### src/rtl/gan_pkg.sv
package gan_pkg;
  localparam int NPORT = 3;
  localparam int NTGT  = 3;
  localparam int OFFW  = 3;
  localparam int NOPND = 3;

  localparam logic [7:0] OP_NOP  = 8'h00;
  localparam logic [7:0] OP_ADD  = 8'h01;
  localparam logic [7:0] OP_SUB  = 8'h02;
  localparam logic [7:0] OP_AND  = 8'h03;
  localparam logic [7:0] OP_OR   = 8'h04;
  localparam logic [7:0] OP_XOR  = 8'h05;
  localparam logic [7:0] OP_SHL  = 8'h06;
  localparam logic [7:0] OP_SHR  = 8'h07;
  localparam logic [7:0] OP_MOV  = 8'h08;
  localparam logic [7:0] OP_FWD  = 8'h09;
  localparam logic [7:0] OP_CMOV = 8'h0A;
  localparam logic [7:0] OP_SLT  = 8'h0B;

  // operand positions: bit 0 left, bit 1 right, bit 2 predicate
  function automatic logic [NOPND-1:0] need_of(input logic [7:0] op);
    case (op)
      OP_ADD, OP_SUB, OP_AND, OP_OR, OP_XOR,
      OP_SHL, OP_SHR, OP_SLT: need_of = 3'b011;
      OP_MOV, OP_FWD:         need_of = 3'b001;
      OP_CMOV:                need_of = 3'b101;
      default:                need_of = 3'b000;
    endcase
  endfunction

  // next-hop port from the consumer's offset direction
  function automatic logic [1:0] port_of(input logic [OFFW-1:0] row,
                                         input logic [OFFW-1:0] col);
    if (col != '0)                      port_of = 2'd0;
    else if (!row[OFFW-1] && row != '0) port_of = 2'd1;
    else                                port_of = 2'd2;
  endfunction
endpackage

### src/rtl/gan_slot_store.sv
module gan_slot_store
  import gan_pkg::*;
#(
  parameter int NSLOT = 8,
  parameter int DW    = 32,
  parameter int FW    = 3,
  parameter int TGTW  = 11
) (
  input  logic                   clk,
  input  logic                   rst_n,
  input  logic                   ld_valid,
  input  logic [FW-1:0]          ld_frame,
  input  logic [7:0]             ld_opcode,
  input  logic [NTGT-1:0]        ld_tmask,
  input  logic [NTGT*TGTW-1:0]   ld_tgts,
  input  logic [NPORT-1:0]       in_valid,
  input  logic [NPORT*TGTW-1:0]  in_tgt,
  input  logic [NPORT*DW-1:0]    in_data,
  input  logic [NSLOT-1:0]       clr_frames,
  input  logic                   iss_go,
  input  logic [FW-1:0]          iss_slot,
  output logic [NSLOT-1:0]       complete,
  output logic [7:0]             rd_op,
  output logic [DW-1:0]          rd_a,
  output logic [DW-1:0]          rd_b,
  output logic [DW-1:0]          rd_p,
  output logic [NTGT-1:0]        rd_tmask,
  output logic [NTGT*TGTW-1:0]   rd_tgts
);
  logic [7:0]           op_q    [NSLOT];
  logic [NOPND-1:0]     rdy_q   [NSLOT];
  logic [NOPND-1:0]     rdy_d   [NSLOT];
  logic [DW-1:0]        val_q   [NSLOT][NOPND];
  logic [NTGT-1:0]      tmask_q [NSLOT];
  logic [NTGT*TGTW-1:0] tgts_q  [NSLOT];

  logic [FW-1:0] arr_frame [NPORT];
  logic [1:0]    arr_pos   [NPORT];
  logic [DW-1:0] arr_data  [NPORT];
  logic          arr_ok    [NPORT];

  for (genvar p = 0; p < NPORT; p++) begin : g_arrive
    assign arr_frame[p] = in_tgt[p*TGTW+2 +: FW];
    assign arr_pos[p]   = in_tgt[p*TGTW +: 2];
    assign arr_data[p]  = in_data[p*DW +: DW];
    assign arr_ok[p]    = in_valid[p] && (in_tgt[p*TGTW +: 2] != 2'd3);
  end

  always_comb begin
    for (int i = 0; i < NSLOT; i++) begin
      rdy_d[i] = rdy_q[i];
      if (iss_go && iss_slot == FW'(i)) rdy_d[i] = '0;
      for (int p = 0; p < NPORT; p++)
        if (arr_ok[p] && arr_frame[p] == FW'(i)) rdy_d[i][arr_pos[p]] = 1'b1;
      if (clr_frames[i]) rdy_d[i] = '0;
      if (ld_valid && ld_frame == FW'(i)) rdy_d[i] = '0;
    end
  end

  always_ff @(posedge clk or negedge rst_n) begin
    if (!rst_n) begin
      for (int i = 0; i < NSLOT; i++) begin
        rdy_q[i]   <= '0;
        op_q[i]    <= OP_NOP;
        tmask_q[i] <= '0;
        tgts_q[i]  <= '0;
        for (int k = 0; k < NOPND; k++) val_q[i][k] <= '0;
      end
    end else begin
      for (int i = 0; i < NSLOT; i++) begin
        rdy_q[i] <= rdy_d[i];
        if (ld_valid && ld_frame == FW'(i)) begin
          op_q[i]    <= ld_opcode;
          tmask_q[i] <= ld_tmask;
          tgts_q[i]  <= ld_tgts;
        end
        for (int p = 0; p < NPORT; p++)
          if (arr_ok[p] && arr_frame[p] == FW'(i)) val_q[i][arr_pos[p]] <= arr_data[p];
      end
    end
  end

  for (genvar i = 0; i < NSLOT; i++) begin : g_wake
    logic [NOPND-1:0] need;
    assign need        = need_of(op_q[i]);
    assign complete[i] = (need != '0) && ((rdy_q[i] & need) == need);
  end

  assign rd_op    = op_q[iss_slot];
  assign rd_a     = val_q[iss_slot][0];
  assign rd_b     = val_q[iss_slot][1];
  assign rd_p     = val_q[iss_slot][2];
  assign rd_tmask = tmask_q[iss_slot];
  assign rd_tgts  = tgts_q[iss_slot];
endmodule

### src/rtl/gan_pick.sv
module gan_pick #(
  parameter int N  = 8,
  parameter int IW = 3
) (
  input  logic [N-1:0]  req,
  output logic          gnt_valid,
  output logic [IW-1:0] gnt_idx
);
  always_comb begin
    gnt_valid = 1'b0;
    gnt_idx   = '0;
    for (int i = N - 1; i >= 0; i--) begin
      if (req[i]) begin
        gnt_valid = 1'b1;
        gnt_idx   = IW'(i);
      end
    end
  end
endmodule

### src/rtl/gan_emit.sv
module gan_emit
  import gan_pkg::*;
#(
  parameter int DW   = 32,
  parameter int TGTW = 11
) (
  input  logic                   clk,
  input  logic                   rst_n,
  input  logic                   iss_go,
  input  logic [7:0]             iss_op,
  input  logic [DW-1:0]          iss_a,
  input  logic [DW-1:0]          iss_b,
  input  logic [DW-1:0]          iss_p,
  input  logic [NTGT-1:0]        iss_tmask,
  input  logic [NTGT*TGTW-1:0]   iss_tgts,
  input  logic [NPORT-1:0]       out_ready,
  output logic                   can_take,
  output logic [NTGT-1:0]        pend,
  output logic [NPORT-1:0]       out_valid,
  output logic [NPORT*TGTW-1:0]  out_tgt,
  output logic [NPORT*DW-1:0]    out_data
);
  localparam int SHW = $clog2(DW);

  function automatic logic [DW-1:0] alu_eval(input logic [7:0] op,
                                             input logic [DW-1:0] a,
                                             input logic [DW-1:0] b);
    case (op)
      OP_ADD:  alu_eval = a + b;
      OP_SUB:  alu_eval = a - b;
      OP_AND:  alu_eval = a & b;
      OP_OR:   alu_eval = a | b;
      OP_XOR:  alu_eval = a ^ b;
      OP_SHL:  alu_eval = a << b[SHW-1:0];
      OP_SHR:  alu_eval = a >> b[SHW-1:0];
      OP_SLT:  alu_eval = {{(DW-1){1'b0}}, ($signed(a) < $signed(b))};
      default: alu_eval = a;
    endcase
  endfunction

  function automatic logic fwd_ok(input logic [7:0] op, input logic [DW-1:0] p);
    fwd_ok = (op != OP_CMOV) || (p != '0);
  endfunction

  logic [NTGT-1:0]      pend_q;
  logic [DW-1:0]        res_q;
  logic [NTGT*TGTW-1:0] tgts_q;
  logic [1:0]           tport  [NTGT];
  logic [NPORT-1:0]     pfree;
  logic [NPORT-1:0]     send;
  logic [1:0]           send_t [NPORT];
  logic [NTGT-1:0]      taken;

  for (genvar t = 0; t < NTGT; t++) begin : g_route
    assign tport[t] = port_of(tgts_q[t*TGTW+TGTW-1 -: OFFW],
                              tgts_q[t*TGTW+TGTW-1-OFFW -: OFFW]);
  end

  always_comb begin
    taken = '0;
    for (int p = 0; p < NPORT; p++) begin
      send[p]   = 1'b0;
      send_t[p] = '0;
      if (pfree[p]) begin
        for (int t = NTGT - 1; t >= 0; t--) begin
          if (pend_q[t] && tport[t] == 2'(p)) begin
            send[p]   = 1'b1;
            send_t[p] = 2'(t);
          end
        end
      end
      if (send[p]) taken[send_t[p]] = 1'b1;
    end
  end

  assign can_take = (pend_q & ~taken) == '0;
  assign pend     = pend_q;

  always_ff @(posedge clk or negedge rst_n) begin
    if (!rst_n) begin
      pend_q <= '0;
      res_q  <= '0;
      tgts_q <= '0;
    end else if (iss_go) begin
      pend_q <= fwd_ok(iss_op, iss_p) ? iss_tmask : '0;
      res_q  <= alu_eval(iss_op, iss_a, iss_b);
      tgts_q <= iss_tgts;
    end else begin
      pend_q <= pend_q & ~taken;
    end
  end

  for (genvar p = 0; p < NPORT; p++) begin : g_port
    logic            v_q;
    logic [TGTW-1:0] t_q;
    logic [DW-1:0]   d_q;
    always_ff @(posedge clk or negedge rst_n) begin
      if (!rst_n) begin
        v_q <= 1'b0;
        t_q <= '0;
        d_q <= '0;
      end else if (send[p]) begin
        v_q <= 1'b1;
        t_q <= tgts_q[send_t[p]*TGTW +: TGTW];
        d_q <= res_q;
      end else if (out_ready[p]) begin
        v_q <= 1'b0;
      end
    end
    assign pfree[p]                  = !v_q || out_ready[p];
    assign out_valid[p]              = v_q;
    assign out_tgt[p*TGTW +: TGTW]   = t_q;
    assign out_data[p*DW +: DW]      = d_q;
  end
endmodule

### src/rtl/grid_alu_node.sv
module grid_alu_node
  import gan_pkg::*;
#(
  parameter  int NSLOT = 8,
  parameter  int DW    = 32,
  localparam int FW    = $clog2(NSLOT),
  localparam int TGTW  = 2*OFFW + FW + 2
) (
  input  logic                  clk,
  input  logic                  rst_n,
  input  logic                  ld_valid,
  input  logic [FW-1:0]         ld_frame,
  input  logic [7:0]            ld_opcode,
  input  logic [NTGT-1:0]       ld_tmask,
  input  logic [NTGT*TGTW-1:0]  ld_tgts,
  input  logic [NPORT-1:0]      in_valid,
  input  logic [NPORT*TGTW-1:0] in_tgt,
  input  logic [NPORT*DW-1:0]   in_data,
  input  logic [NSLOT-1:0]      clr_frames,
  input  logic [NPORT-1:0]      out_ready,
  output logic [NPORT-1:0]      out_valid,
  output logic [NPORT*TGTW-1:0] out_tgt,
  output logic [NPORT*DW-1:0]   out_data
);
  logic [NSLOT-1:0]     complete;
  logic                 pick_v;
  logic [FW-1:0]        iss_slot;
  logic                 can_take;
  logic                 iss_go;
  logic [7:0]           iss_op;
  logic [DW-1:0]        iss_a, iss_b, iss_p;
  logic [NTGT-1:0]      iss_tmask;
  logic [NTGT*TGTW-1:0] iss_tgts;
  logic [NTGT-1:0]      emit_pend;

  assign iss_go = pick_v && can_take;

  gan_slot_store #(.NSLOT(NSLOT), .DW(DW), .FW(FW), .TGTW(TGTW)) u_store (
    .clk(clk), .rst_n(rst_n),
    .ld_valid(ld_valid), .ld_frame(ld_frame), .ld_opcode(ld_opcode),
    .ld_tmask(ld_tmask), .ld_tgts(ld_tgts),
    .in_valid(in_valid), .in_tgt(in_tgt), .in_data(in_data),
    .clr_frames(clr_frames), .iss_go(iss_go), .iss_slot(iss_slot),
    .complete(complete), .rd_op(iss_op), .rd_a(iss_a), .rd_b(iss_b),
    .rd_p(iss_p), .rd_tmask(iss_tmask), .rd_tgts(iss_tgts)
  );

  gan_pick #(.N(NSLOT), .IW(FW)) u_pick (
    .req(complete), .gnt_valid(pick_v), .gnt_idx(iss_slot)
  );

  gan_emit #(.DW(DW), .TGTW(TGTW)) u_emit (
    .clk(clk), .rst_n(rst_n), .iss_go(iss_go), .iss_op(iss_op),
    .iss_a(iss_a), .iss_b(iss_b), .iss_p(iss_p),
    .iss_tmask(iss_tmask), .iss_tgts(iss_tgts), .out_ready(out_ready),
    .can_take(can_take), .pend(emit_pend),
    .out_valid(out_valid), .out_tgt(out_tgt), .out_data(out_data)
  );
endmodule

### config.mk
export PLATFORM = sky130hd
export DESIGN_NAME = grid_alu_node
export DESIGN_NICKNAME = d
export VERILOG_FILES = /design/src/rtl/gan_pkg.sv /design/src/rtl/gan_slot_store.sv /design/src/rtl/gan_pick.sv /design/src/rtl/gan_emit.sv /design/src/rtl/grid_alu_node.sv
export SDC_FILE = /design/constraint.sdc
export NUM_CORES = 2
export LEC_CHECK = 0
export BUFFER_PORTS_ARGS = -buffer_cell sky130_fd_sc_hd__buf_2
export CAP_MARGIN = 20
export CORE_MARGIN = 5
export CORE_UTILIZATION = 42
export CTS_CLUSTER_DIAMETER = 30
export CTS_CLUSTER_SIZE = 25
export DETAILED_ROUTE_END_ITERATION = 6
export PLACE_DENSITY_LB_ADDON = 0.2
export SYNTH_ARGS = -nofsm -noshare
export SYNTH_HDL_FRONTEND = slang
export SYNTH_SLANG_ARGS = --single-unit
### constraint.sdc
create_clock -name clk -period 17.2 [get_ports clk]
set_input_delay 2.58 -clock clk [delete_from_list [all_inputs] [get_ports clk]]
set_output_delay 2.58 -clock clk [all_outputs]
set_load 0.03 [all_outputs]
Word level (Yosys, flattened, before mapping)
Memories as Yosys holds them, arrays and structs flattened. Cells that the tools add are included.

Flip-flop bits (word level): 1344. Bits in latches: 0. Memory bits (writable): 0. Memory bits (read-only): 384. Bits of input ports: 193. Output and inout bits: 132. Memories kept: 8.

Add/subtract/negate cells: 2. $mul: 3. Div/mod/pow operators: 0. Order comparisons: 20. Equal/unequal tests: 61. Shift-type cells: 5. Muxes and demuxes: 192. Bitwise gates (word level): 43. Reduce and logical (&&, ||, !) cells: 118.

Memory list: (name not given) (words 16, width 3, rd ports 1, clocked after memory_dff 0, write ports 0, line gan_pkg.sv:22) `case (op)`; (name not given) (words 16, width 3, rd ports 1, clocked after memory_dff 0, write ports 0, line gan_pkg.sv:22); (name not given) (words 16, width 3, rd ports 1, clocked after memory_dff 0, write ports 0, line gan_pkg.sv:22); (name not given) (words 16, width 3, rd ports 1, clocked after memory_dff 0, write ports 0, line gan_pkg.sv:22); (name not given) (words 16, width 3, rd ports 1, clocked after memory_dff 0, write ports 0, line gan_pkg.sv:22); (name not given) (words 16, width 3, rd ports 1, clocked after memory_dff 0, write ports 0, line gan_pkg.sv:22); +2 memories.

Operator list (count): $mux W96 (26); $bwmux W96 (24); $bmux W96 S3 (1); $pmux W32 S8 (1); $mux W3 (71); $demux W32 S2 (3); $bmux W33 S3 (1); $shiftx A33 B7 Y11 (3); $mux W32 (3); $or A3 B3 Y3 (26); $logic_and A1 B1 Y1 (73); $mux W33 (2); $eq A3 B3 Y1 const B (20); $reduce_bool A3 Y1 (14); $mux W2 (18); $add A32 B32 Y32 (1); $and A32 B32 Y32 (1); $eq A8 B3 Y1 const B (4); $logic_not A4 Y1 (8); $lt A32 B32 Y1 (1); $mux W1 (32); $or A32 B32 Y32 (1); $reduce_bool A32 Y1 (1); $shl A32 B5 Y32 (1); 32 further kinds (108).

Longest topological paths before layout
Word-level depth: 33. Mapped depth: 30. Mapped depth without buffers: 26.

Cells and area by module
Synthesis repeated with hierarchy kept, for this count alone.

Cell total of the unflattened synthesis: 7519. Area total of the unflattened synthesis: 80330.8 um^2.

By module, submodules not included: gan_slot_store (times used 1, cells each 5568, area each 63402.1 um^2, seq. area each 28627.5 um^2); gan_emit (times used 1, cells each 1937, area each 16842.4 um^2, seq. area each 5004.8 um^2); gan_pick (times used 1, cells each 13, area each 80.1 um^2, seq. area each 0.0 um^2); grid_alu_node (times used 1, cells each 1, area each 6.3 um^2, seq. area each 0.0 um^2).

Worst setup path after synthesis
OpenSTA, ideal clock, no wires.

Path kind: register to register. Start point: register u_store.op_q[18] in the netlist's numbering. End point: register u_emit.res_q[28]. Arrival: 5.917 ns. Required time: 17.066 ns. Slack: 11.149 ns. Stages on the path, launching flop included: 30. Path buffers: 4. Cell sequence: dfrtp_1 -> or3_1 -> a21oi_1 -> o22ai_1 -> o211ai_2 -> buf_2 -> nand2_1 -> clkbuf_1 -> nor2_1 -> clkbuf_1 -> a22oi_1 -> o21ai_0 -> o21ai_0 -> o21ai_0 -> ha_1 -> clkbuf_1 -> nor2b_1 -> nor3_1 -> a21oi_1 -> o311ai_0 -> a21o_1 -> a21oi_1 -> nor2_1 -> o22ai_1 -> o31a_1 -> o31ai_1 -> xor2_1 -> nor2_1 -> a2111oi_0 -> a21oi_1.

Word-level cells in the longest chain between the ends: 17.

Ends and longest elaborated chain: start, declared (line gan_slot_store.sv:30) `logic [7:0] op_q [NSLOT];`; start signal, assigned by index (line gan_slot_store.sv:73) `op_q[i] <= ld_opcode;`; $mem_v2 Z16 W3; $mux W3 (line gan_pkg.sv:22); $and A3 B3 Y3 (line gan_slot_store.sv:86) `assign complete[i] = (need != '0) && ((rdy_q[i] & need) == need);`; $eq A3 B3 Y1 (line gan_slot_store.sv:86); $logic_and A1 B1 Y1 (line gan_slot_store.sv:86); $mux W3 (6 in a row) (line gan_pick.sv:13) `if (req[i]) begin`; $not A3 Y4 (not written as such) (line gan_slot_store.sv:89, gan_slot_store.sv:90, gan_slot_store.sv:91); $bmux W96 S3 or $bmux W8 S3 (tied branches) (line gan_slot_store.sv:90, gan_slot_store.sv:91, gan_slot_store.sv:89); $mux W96 (not written as such) or $mux W8 (tied branches) (2 in a row) (line gan_slot_store.sv:90, gan_slot_store.sv:89); $sub A32 B32 Y32 (tied with other cells) (line gan_emit.sv:30) `OP_SUB: alu_eval = a - b;`; $pmux W32 S8 (line gan_emit.sv:28) `case (op)`; end signal, assigned (line gan_emit.sv:86) `res_q <= alu_eval(iss_op, iss_a, iss_b);`; end, declared (line gan_emit.sv:46) `logic [DW-1:0] res_q;`.

Parallel ways exist; a longest one is shown, timed or not. The select of a mux whose other input is x is not followed. A chain may end at the register's enable or synchronous reset.

Worst setup path after layout
Start point: register u_store.op_q[44] in the netlist's numbering. End point: register u_emit.res_q[0].

Word-level cells in the longest chain between the ends: 14.

Ends and longest elaborated chain (line): $logic_not A4 Y1 (gan_pkg.sv:22); $mux W3 (gan_pkg.sv:22); $and A3 B3 Y3 (gan_slot_store.sv:86); $eq A3 B3 Y1 (gan_slot_store.sv:86); $logic_and A1 B1 Y1 (gan_slot_store.sv:86); $mux W3 (3 in a row) (gan_pick.sv:13); $not A3 Y4 (not written as such) (gan_slot_store.sv:89, gan_slot_store.sv:90, gan_slot_store.sv:91); $bmux W96 S3 or $bmux W8 S3 (tied branches) (gan_slot_store.sv:90, gan_slot_store.sv:91, gan_slot_store.sv:89); $mux W96 (not written as such) or $mux W8 (tied branches) (2 in a row) (gan_slot_store.sv:90, gan_slot_store.sv:89); $sub A32 B32 Y32 (tied with other cells) (gan_emit.sv:30); $pmux W32 S8 (gan_emit.sv:28).

Parallel ways exist; a longest one is shown, timed or not. The select of a mux whose other input is x is not followed.

==> reports/results.ini <==
[status]
outcome=complete, no violations

[drt]
vias_per_cell=6.09
first_iter_violations=10000
ant_nets=0
vias=77500
routed_wl_um=335000
drc_errors=0
wl_per_cell_um=26.4
first_pass_iters=7

[cts]
htreeDepth=5
clockRootBuffer=clkbuf_16
hold_buffers=0
cts_buffers=388
clock_path_buffers=4
post-cts-setup-buffer-count=0
path_clk_slew_ns=0.04
cts_tree=built
ctsResizeCount=0
clk_latency_ns=0.97
numClockSinks=1344

[synthesis]
synthCells=9919
ys_seq_elements=1344
synth_area_sq_um=81500
async_flop_share_pct=100
synth_ff_type=dfrtp_1
ys_seq_area_share_pct=41.3
synth_area_per_cell_sq_um=8.22
netlist_top_cells_area=dfrtp_1, nand2_1, o21ai_0, mux2i_1, mux2_2
yosysUniqueCellTypes=100
synth_edf_count=0
synth-warning-count=0
syn_nets=10200
yosysTopAreaCell=dfrtp_1
netlist.area_leader.share_pct=41.3

[worst_setup_path]
endpoint_kind=register
cp_max_fo=47
cp.arrival_ns=10.40
path_class=register to register
start_kind=register
required_ns=18.02

[flow_run]
maxCapViolCount=0

[die]
die_x_um=450
num_rows=161
die_y_um=450
dieArea_sq_um=203000
initial_core_util_pct=42.3
io_pins=325
core_sq_um=193000

[power]
power_mw=15.7
leakagePower_nw=44.4
irDropWorstVdd_uv=107
power_density_nw_per_um2=160

[layout]
fill_cells=17700
most-common-layout-cells=nand2_1, o21ai_0, dfrtp_1
final_nets=10200
final_common_cell=nand2_1
drive_above_1_share_pct=15.8
synthToLayoutAreaGrowth_pct=20.2

[grt]
grt_overflow=0
grt_pass1_vias=75200
grt_max_degree=178
grt_pass1_wl_um=495000
track_usage_pct=31.8
antenna_found_initial=20

[placed_design]
io_buffers=306
post-dp-hpwl_um=203000
gp_congestion=0.957

[sta]
hold_viol=0
max_slew_margin_pct=12.8
skew_ns=0.111
min_period_over_period_pct=55.7
fin_crit_ns=9.58
setup_viol=0
rsz0062_at_grt=no
drv_slew=0
setup-tns-final_ns=0
max_freq_mhz=104
tightest_slew_ns=1.29

[worst_hold_path]
hp-class=register to register

## per-stage QoR
| step | util [%] | hold slack, ns | instance area (sq um) | instances | setup WS, ns |
|---|---|---|---|---|---|
| global route | 50.8 | 0.484 | 97900 | 12700 | 7.56 |
| CTS | 50.7 | 0.468 | 97800 | 12700 | 7.76 |
| finish | 50.8 | 0.464 | 97900 | 12700 | 7.62 |
| detailed placement | 43.9 | 0.457 | 84700 | 12000 | 7.90 |
| floorplan | - | 0.440 | 81500 | 9919 | 11.15 |
| global placement | 43.9 | 0.453 | 84700 | 12000 | 7.96 |
## per-layer routing
metal / global-route usage, % / part of all wire (%) / up-vias
met1: 43.2 / 41 / 37500
met2: 49.0 / 44 / 4471
met3: 7.36 / 10 / 904
met5: 0 / 0.025 / -
met4: 12.9 / 4.0 / 14
li1: - / - / 34600
## where the power goes
part	internal [mW]	leakage, nW	switching [mW]
Combinational	1.46	21.5	2.49
Clock	5.02	6.45	2.10
Sequential	4.06	16.4	0.584
## path summary, 6_finish.rpt
kind | start | to | slack, ns | cells after the start
max in group asynchronous | rst_n | u_store.val_q[701]$_DFF_PN0_ | 12.16 | 4
min in group asynchronous | rst_n | u_emit.g_port[1].d_q[13]$_DFFE_PN0P_ | 1.59 | 1
worst min register to register | u_emit.g_port[2].d_q[4]$_DFFE_PN0P_ | u_emit.g_port[2].d_q[4]$_DFFE_PN0P_ | 0.46 | 2
worst max register to register | u_store.op_q[44]$_DFFE_PN0P_ | u_emit.res_q[0]$_DFFE_PN0P_ | 7.62 | 27
worst max-delay path | u_store.op_q[44]$_DFFE_PN0P_ | u_emit.res_q[0]$_DFFE_PN0P_ | 7.62 | 27
worst min-delay path | u_emit.g_port[2].d_q[4]$_DFFE_PN0P_ | u_emit.g_port[2].d_q[4]$_DFFE_PN0P_ | 0.46 | 2
## flip-flops by register name, indices dropped and copies added (netlist names)
register / cells
u_emit.tgts_q: 33
u_store.val_q: 768
u_store.rdy_q: 24
u_emit.pend: 3
u_emit.g_port.d_q: 96
u_emit.res_q: 32
u_emit.g_port.v_q: 3
u_emit.g_port.t_q: 33
u_store.op_q: 64
u_store.tgts_q: 264
u_store.tmask_q: 24
## logic make-up (layout without fill, tap and decap cells)
logic type,count (synthesis),in the layout,share of synthesized area [%]
XOR/XNOR,29,29,0.312
flip-flops,1344,1344,41.3
multiplexers,1106,1106,14.1
AO/OA/AOI/OAI,2901,2901,20.3
buffers and inverters,1051,1313,5.08
AND/OR/NAND/NOR,3372,3372,17.2
other,0,11,0
adder cells (fa/ha/maj),116,116,1.80
## worst max-delay path, stage by stage (launching register included)
cell	delay (ns)
dfrtp_1	0.44
nor4_1	0.60
o2111ai_1	0.35
or2_1	0.37
o211a_4	0.35
nor2_8	0.65
buf_4	0.67
a211oi_1	0.17
or4_2	0.81
clkinv_2	0.07
buf_4	0.52
ha_1	0.26
inv_1	0.07
fa_1	0.51
a211oi_1	0.26
o21ai_0	0.18
a21oi_1	0.41
o311ai_0	0.37
a21o_1	0.30
a21oi_1	0.22
nor2_1	0.09
o22ai_1	0.32
o31a_1	0.25
o31ai_1	0.12
a221oi_1	0.39
a211oi_1	0.09
nor2_1	0.28
a2bb2oi_1	0.18
## synthesized netlist by cell type (32+ instances only)
cell,n
nand2_1,2597
o21ai_0,1720
dfrtp_1,1344
mux2i_1,843
clkbuf_1,758
a21oi_1,520
nor2_1,291
mux2_2,253
ha_1,114
buf_1,108
o22ai_1,94
inv_1,93
a211oi_1,89
nor4_1,81
nor3_1,67
buf_2,64
nand3_1,64
a22oi_1,62
o211ai_1,56
and3_1,47
o31ai_1,41
or4_1,40
nand4_1,34
a221oi_1,32
## layout make-up
type / instances / area [sq um] / share of cell area (%)
multi-input combinational: 7524 / 44400 / 45.3
sequential: 1344 / 33600 / 34.3
clock buffer: 522 / 11100 / 11.3
timing repair buffer: 526 / 3290 / 3.36
tap: 2526 / 3160 / 3.23
clock inverter: 167 / 1990 / 2.03
inverter: 98 / 369 / 0.377
antenna: 11 / 27.5 / 0.0281
Note: power is estimated with default switching activity, not from simulation.
